File: src/rtl/gpio_bank.sv
module gpio_bank #(
  parameter int ADDR_W      = 4,
  parameter int SYNC_STAGES = 2,
  parameter int C_PINS      = 4,
  parameter int B_IN_ONLY   = 2,
  parameter int HALT_BIT    = 7,
  parameter logic [ADDR_W-1:0] A_DATA = 4'h0,
  parameter logic [ADDR_W-1:0] A_CFG  = 4'h1,
  parameter logic [ADDR_W-1:0] A_PIN  = 4'h2,
  parameter logic [ADDR_W-1:0] B_DATA = 4'h4,
  parameter logic [ADDR_W-1:0] B_CFG  = 4'h5,
  parameter logic [ADDR_W-1:0] B_PIN  = 4'h6,
  parameter logic [ADDR_W-1:0] C_DATA = 4'h8,
  parameter logic [ADDR_W-1:0] C_CFG  = 4'h9,
  parameter logic [ADDR_W-1:0] C_PIN  = 4'hA,
  parameter logic [ADDR_W-1:0] D_DATA = 4'hC
) (
  input  logic              clk,
  input  logic              rst_n,
  input  logic [ADDR_W-1:0] bus_addr,
  input  logic              bus_we,
  input  logic [7:0]        bus_wdata,
  output logic [7:0]        bus_rdata,
  input  logic [7:0]        a_pin_in,
  output logic [7:0]        a_oe,
  output logic [7:0]        a_out,
  output logic [7:0]        a_pu,
  input  logic [7:0]        b_pin_in,
  output logic [7:0]        b_oe,
  output logic [7:0]        b_out,
  output logic [7:0]        b_pu,
  input  logic [C_PINS-1:0] c_pin_in,
  output logic [C_PINS-1:0] c_oe,
  output logic [C_PINS-1:0] c_out,
  output logic [C_PINS-1:0] c_pu,
  output logic [7:0]        d_out,
  output logic              halt_req
);
  localparam int W     = 8;
  localparam int B_IO  = W - B_IN_ONLY;
  localparam logic [W-1:0] B_CFG_MASK = {{B_IN_ONLY{1'b0}}, {B_IO{1'b1}}};
  localparam int C_PAD = W - C_PINS;

  logic [W-1:0]      a_data, a_cfg, b_data, b_cfg, d_data;
  logic [C_PINS-1:0] c_data, c_cfg;
  logic              halt_q;
  logic [W-1:0]      a_sync [SYNC_STAGES];
  logic [W-1:0]      b_sync [SYNC_STAGES];
  logic [C_PINS-1:0] c_sync [SYNC_STAGES];

  wire wr_a_d = bus_we && (bus_addr == A_DATA);
  wire wr_a_c = bus_we && (bus_addr == A_CFG);
  wire wr_b_d = bus_we && (bus_addr == B_DATA);
  wire wr_b_c = bus_we && (bus_addr == B_CFG);
  wire wr_c_d = bus_we && (bus_addr == C_DATA);
  wire wr_c_c = bus_we && (bus_addr == C_CFG);
  wire wr_d_d = bus_we && (bus_addr == D_DATA);

  always_ff @(posedge clk or negedge rst_n) begin
    if (!rst_n) begin
      a_data <= '0;
      a_cfg  <= '0;
      b_data <= '0;
      b_cfg  <= '0;
      c_data <= '0;
      c_cfg  <= '0;
      d_data <= '1;
      halt_q <= 1'b0;
    end else begin
      if (wr_a_d) a_data <= bus_wdata;
      if (wr_a_c) a_cfg  <= bus_wdata;
      if (wr_b_d) b_data <= bus_wdata;
      if (wr_b_c) b_cfg  <= bus_wdata & B_CFG_MASK;
      if (wr_c_d) c_data <= bus_wdata[C_PINS-1:0];
      if (wr_c_c) c_cfg  <= bus_wdata[C_PINS-1:0];
      if (wr_d_d) d_data <= bus_wdata;
      halt_q <= wr_b_d && bus_wdata[HALT_BIT];
    end
  end

  always_ff @(posedge clk or negedge rst_n) begin
    if (!rst_n) begin
      for (int i = 0; i < SYNC_STAGES; i++) begin
        a_sync[i] <= '0;
        b_sync[i] <= '0;
        c_sync[i] <= '0;
      end
    end else begin
      a_sync[0] <= a_pin_in;
      b_sync[0] <= b_pin_in;
      c_sync[0] <= c_pin_in;
      for (int i = 1; i < SYNC_STAGES; i++) begin
        a_sync[i] <= a_sync[i-1];
        b_sync[i] <= b_sync[i-1];
        c_sync[i] <= c_sync[i-1];
      end
    end
  end

  assign a_oe  = a_cfg;
  assign a_out = a_data;
  assign a_pu  = a_data & ~a_cfg;
  assign b_oe  = b_cfg;
  assign b_out = b_data;
  assign b_pu  = b_data & ~b_cfg;
  assign c_oe  = c_cfg;
  assign c_out = c_data;
  assign c_pu  = c_data & ~c_cfg;
  assign d_out = d_data;
  assign halt_req = halt_q;

  always_comb begin
    bus_rdata = '0;
    if      (bus_addr == A_DATA) bus_rdata = a_data;
    else if (bus_addr == A_CFG)  bus_rdata = a_cfg;
    else if (bus_addr == A_PIN)  bus_rdata = a_sync[SYNC_STAGES-1];
    else if (bus_addr == B_DATA) bus_rdata = b_data;
    else if (bus_addr == B_CFG)  bus_rdata = b_cfg;
    else if (bus_addr == B_PIN)  bus_rdata = b_sync[SYNC_STAGES-1];
    else if (bus_addr == C_DATA) bus_rdata = {{C_PAD{1'b0}}, c_data};
    else if (bus_addr == C_CFG)  bus_rdata = {{C_PAD{1'b0}}, c_cfg};
    else if (bus_addr == C_PIN)  bus_rdata = {{C_PAD{1'b0}}, c_sync[SYNC_STAGES-1]};
    else if (bus_addr == D_DATA) bus_rdata = d_data;
  end
endmodule

File: config.mk
export PLATFORM = sky130hd
export DESIGN_NAME = gpio_bank
export DESIGN_NICKNAME = d
export VERILOG_FILES = /design/src/rtl/gpio_bank.sv
export SDC_FILE = /design/constraint.sdc
export NUM_CORES = 1
export LEC_CHECK = 0
export CORE_UTILIZATION = 55
export CTS_CLUSTER_DIAMETER = 100
export DETAILED_ROUTE_END_ITERATION = 6
export DONT_BUFFER_PORTS = 1
export PLACE_DENSITY = 0.7
export SKIP_LAST_GASP = 1
export SYNTH_ARGS = -nofsm -noshare
export SYNTH_HDL_FRONTEND = slang
export SYNTH_SLANG_ARGS = --single-unit
File: constraint.sdc
create_clock -name clk -period 1.76 [get_ports clk]
set_input_delay 0.352 -clock clk [delete_from_list [all_inputs] [get_ports clk]]
set_output_delay 0.352 -clock clk [all_outputs]
set_load 0.01 [all_outputs]
Yosys cells after proc, flatten, opt, wreduce, memory -nomap -nowiden
Index checks and enable logic that the tools add are counted.
{ "word_totals": {"ff_bits": 87, "out_inout_bits": 77, "wordCells": 48} }
{ "op_classes": {"n_reduce_logical": 9, "n_eq_ne": 9, "bitwise": 6, "mux": 10} }
{ "op_table": {"columns": ["op", "count"], "rows": [
  ["8-bit 2-to-1 mux", 10],
  ["8-bit bitwise AND", 2],
  ["4-bit equality test, second input constant", 4],
  ["4-bit by 3-bit equality test with 1-bit output, second input constant", 3],
  ["1-bit logical AND", 8],
  ["6-bit inverter with 8-bit output", 1],
  ["8-bit inverter", 1],
  ["4-bit bitwise AND", 1],
  ["4-bit by 1-bit equality test with 1-bit output, second input constant", 1],
  ["4-bit by 2-bit equality test with 1-bit output, second input constant", 1],
  ["4-bit zero test", 1],
  ["4-bit inverter", 1]
]} }

Depth between registers and ports, before layout
{ "logic_depth": {"ltp_word": 11, "ltp_mapped": 6, "ltp_nobuf": 4} }

Least setup slack after synthesis
Ideal clock, no wire load.
{ "synth_timing": {"path_kind": "in2out", "from": "in bus_addr[1]", "to": "out bus_rdata[2]", "t_arrival_ns": 1.286, "required_ns": 1.408, "path_stages": 4, "slack_ns": 0.122, "cell_sequence": "buf_6 > buf_2 > or3_1 > o22ai_1"} }
{ "synth_via": {"elab_chain_cells": 11, "elab_cells_between_ends": 20, "classes_between": "eq/ne: 9; mux: 10; reduce/logical: 1"} }
{ "synth_lines": {"columns": ["item", "line_no", "text"], "rows": [
  ["start, declared", "20", "input logic [ADDR_W-1:0] bus_addr,"],
  ["4-bit equality test", "123", "else if (bus_addr == D_DATA) bus_rdata = d_data;"],
  ["8-bit 2-to-1 mux", "123", null],
  ["8-bit 2-to-1 mux", "122", "else if (bus_addr == C_PIN) bus_rdata = {{C_PAD{1'b0}}, c_sync[SYNC_STAGES-1]};"],
  ["8-bit 2-to-1 mux", "121", "else if (bus_addr == C_CFG) bus_rdata = {{C_PAD{1'b0}}, c_cfg};"],
  ["8-bit 2-to-1 mux", "120", "else if (bus_addr == C_DATA) bus_rdata = {{C_PAD{1'b0}}, c_data};"],
  ["8-bit 2-to-1 mux", "119", "else if (bus_addr == B_PIN) bus_rdata = b_sync[SYNC_STAGES-1];"],
  ["8-bit 2-to-1 mux", "118", "else if (bus_addr == B_CFG) bus_rdata = b_cfg;"],
  ["8-bit 2-to-1 mux", "117", "else if (bus_addr == B_DATA) bus_rdata = b_data;"],
  ["8-bit 2-to-1 mux", "116", "else if (bus_addr == A_PIN) bus_rdata = a_sync[SYNC_STAGES-1];"],
  ["8-bit 2-to-1 mux", "115", "else if (bus_addr == A_CFG) bus_rdata = a_cfg;"],
  ["8-bit 2-to-1 mux *", "114", "if (bus_addr == A_DATA) bus_rdata = a_data;"],
  ["end, declared", "23", "output logic [7:0] bus_rdata,"]
]} }
Every way passes the cells marked *; elsewhere a longest branch is shown, timed or not.

Final worst setup path
{ "layout_timing": {"from": "reg d_data[3] (netlist: d_out[3])", "to": "out bus_rdata[3]"} }
{ "layout_via": {"elab_chain_cells": 10} }
{ "layout_lines": {"columns": ["item", "line_no", "text"], "rows": [
  ["start, declared", "44", "logic [W-1:0] a_data, a_cfg, b_data, b_cfg, d_data;"],
  ["start signal, assigned", "76", "if (wr_d_d) d_data <= bus_wdata;"],
  ["8-bit 2-to-1 mux", "123", null],
  ["8-bit 2-to-1 mux", "122", null],
  ["8-bit 2-to-1 mux", "121", null],
  ["8-bit 2-to-1 mux", "120", null],
  ["8-bit 2-to-1 mux", "119", null],
  ["8-bit 2-to-1 mux", "118", null],
  ["8-bit 2-to-1 mux", "117", null],
  ["8-bit 2-to-1 mux", "116", null],
  ["8-bit 2-to-1 mux", "115", null],
  ["8-bit 2-to-1 mux", "114", null]
]} }
No other way between the ends.

==> flow_summary.toml <==
[sta]
min_period_ns = 1.92
final.setup.tns_ns = -0.521
setup_violations = 7
holdWs_ns = -0.318
hold_viol_final = 87
fin_crit_sh_pct = 109
setup_ws_ns = -0.161
clock.fmax_ghz = 0.521
rsz0062_at_grt = "yes"
slew_violations = 0
clock_skew_ns = 0.00538

[pwr]
seq_power_share_pct = 56.0
clkPwrFrac_pct = 27.6
finalPower_uw = 4840
peakVddDrop_v = 0.000844
p_switching_uw = 1430
p_sw_share_pct = 29.5
p_int_uw = 3410
power_frac_comb_pct = 16.4
powerDensity_nw_per_um2 = 1100
p_leak_uw = 0.00189

[logic_synthesis]
async_flop_share_pct = 100
syn_area_um2 = 3910
avgSynthCellArea_um2 = 13.5
synth.largest_area_cell = "dfrtp_1"
ys_seq_area_share_pct = 55.9
yosys_warnings = 0
synth_cell_types = 50
synthCells = 290
yosysTopAreaCellShare_pct = 50.5
ys.flop_type = "dfrtp_1"
synth-edff-count = 0
yosys-top-cells-area = "dfrtp_1 (51%), mux2_4 (5.8%), dfstp_2 (5.4%), mux2_1 (5.2%), mux2_2 (3.5%)"
ys_ff_latch = 87

[clock_network]
cts_tree = "built"
root_buffer = "clkbuf_8"
cts_buffers = 9
worstSkewPairLatency_ns = 0.36
cts.sinks = 87
cts_max_level = 3
cts_max_path_buffers = 2
cts.clk_slew.worst_paths_ns = 0.08

[critical_path]
cp.required_ns = 1.41
critPathMaxFanout = 3
startpoint_type = "register"
end_kind = "primary output"
arrival_ns = 1.57
critPathKind = "reg -> out"
r2r_slack_ns = 0.80

[detailed_routing]
vias_per_cell = 5.85
ant_nets = 0
finalWirelength_um = 8340
vias = 2398
remaining_drc_errors = 0
drtPass1Iterations = 4
drt_iter0_markers = 256
routedWlPerCell_um = 20.3

[placed_design]
post-dp-hpwl_um = 5530
io_buffers = 0
place.gp.congestion = 0.829

[global_routing]
antenna_found_initial = 0
grt_pass1_vias = 2350
grt_pass1_wl_um = 13200
grt_max_degree = 88
grt.total_usage_pct = 24.1
globalRouteOverflowTotal = 0

[run_status]
status = "complete, but fails checks"
violations = "hold timing, setup timing"

[floorplanning]
die-area_um2 = 7460
rows = 30
fp.dieH_um = 86.4
core_um2 = 6830
pin_count = 112
start_util_pct = 57.3
die_w_um = 86.4

[finish]
synthToLayoutAreaGrowth_pct = 12.1
final_layout_size_suffix_gt1_share_pct = 30.3
num_antenna_cells = 0
fin_nets = 344

[run]
max_cap_violations = 0

[min_path]
holdCritPathClass = "in -> async"
per-stage QoR:
stage          std cells  util (%)  instance area, µm²  setup slack [ns]
6_report             410      64.2                4390            -0.161
5_1_grt              410      64.2                4390            -0.236
4_1_cts              405      63.2                4320            -0.175
3_5_place_dp         378      57.8                3950            0.0959
3_3_place_gp         378      57.8                3950             0.138
2_1_floorplan        291         -                3920             0.122
path summary, 6_finish.rpt:
path	startpoint	to	cells past startpoint
min in group clk	b_pin_in[0]	b_sync[8]	0
min reg2reg	a_sync[15]	a_sync[7]	0
max in group asynchronous	rst_n	d_out[2]	0
max	d_out[3]	bus_rdata[3]	4
min	rst_n	a_sync[15]	0
max reg2reg	b_out[5]	b_out[5]	2
timing repair:
action / 4_1_cts / 5_1_grt
cloned: 0 / 0
resized for setup: 18 / 5
endpoints found under the hold margin: 98 / 92
setup buffers: 0 / 0
hold buffers: 11 / 5
pin swaps: 8 / 3
endpoints found under the setup margin: 8 / 8
worst max-delay path, cell delays in order, from the launching register on:
cell	delay, ns
dfstp_2	0.58
mux2i_1	0.10
nor4_1	0.20
o31ai_1	0.12
a22oi_2	0.21
power by group through the flow:
stage / Combinational, µW / Sequential [µW] / Clock, µW
finish: 793 / 2710 / 1340
global placement: 716 / 2730 / 0
CTS: 783 / 2710 / 1370
global route: 861 / 2760 / 1450
floorplan: 617 / 2680 / 0
detailed placement: 733 / 2750 / 0
routing by layer:
metal / up-vias / part of all wire [%] / global-route usage (%)
li1: 1071 / - / -
met1: 1223 / 44 / 32.3
met2: 91 / 48 / 36.6
met3: 13 / 6.0 / 6.38
met4: 0 / 1.8 / 11.5
met5: - / 0 / 0
cells in the mapped netlist (5+ instances only):
master / n
dfrtp_1: 79
nor2b_1: 20
mux2_1: 18
a21oi_1: 15
mux2_4: 15
mux2_2: 12
nand3b_1: 11
mux2i_1: 10
buf_4: 9
dfstp_2: 8
nor2_1: 7
nand2b_1: 6
a22oi_1: 5
buf_2: 5
o21ai_0: 5
flip-flops by register name, summed over array words and instances (netlist names):
name	cells
a_oe	8
d_out	8
b_sync	16
a_sync	16
b_oe	6
b_out	8
c_out	4
c_oe	4
a_out	8
c_sync	8
halt_req	1
final cells by class:
cell class,instances,area [µm²]
multi-input combinational,179,1620
sequential,87,2190
clock inverter,6,61.3
tap,96,120
timing repair buffer,27,243
inverter,5,18.8
fill,535,2450
clock buffer,10,128
cell usage in the layout (no fill, tap or decap), types with 3 or more instances in the layout:
cell,count
a21oi_2,3
nand4b_1,3
a22oi_2,3
dlygate4sd3_1,16
clkinv_2,3
o21ai_2,3
a22o_1,3
dfrtp_2,5
nor2_1,7
nand2b_1,6
inv_1,4
dfrtp_1,74
nor2b_1,20
mux2i_1,10
clkbuf_8,9
o21ai_0,4
mux2_4,15
buf_4,11
mux2_1,18
mux2_2,12
nand3b_1,11
a211o_1,3
a21oi_1,12
a32oi_1,3
nor2_4,3
nor3_1,3
dfstp_2,8
cell families (layout without fill, tap and decap cells):
group | count (synthesis) | count (layout) | synth area share [%]
other cells | 1 | 2 | 0.0958
buf+inv | 25 | 48 | 4.89
mux | 55 | 55 | 16.9
simple gates | 71 | 71 | 13.5
flops | 87 | 87 | 55.9
compound gates | 51 | 51 | 8.66
Power figures use the tool's default switching activity.
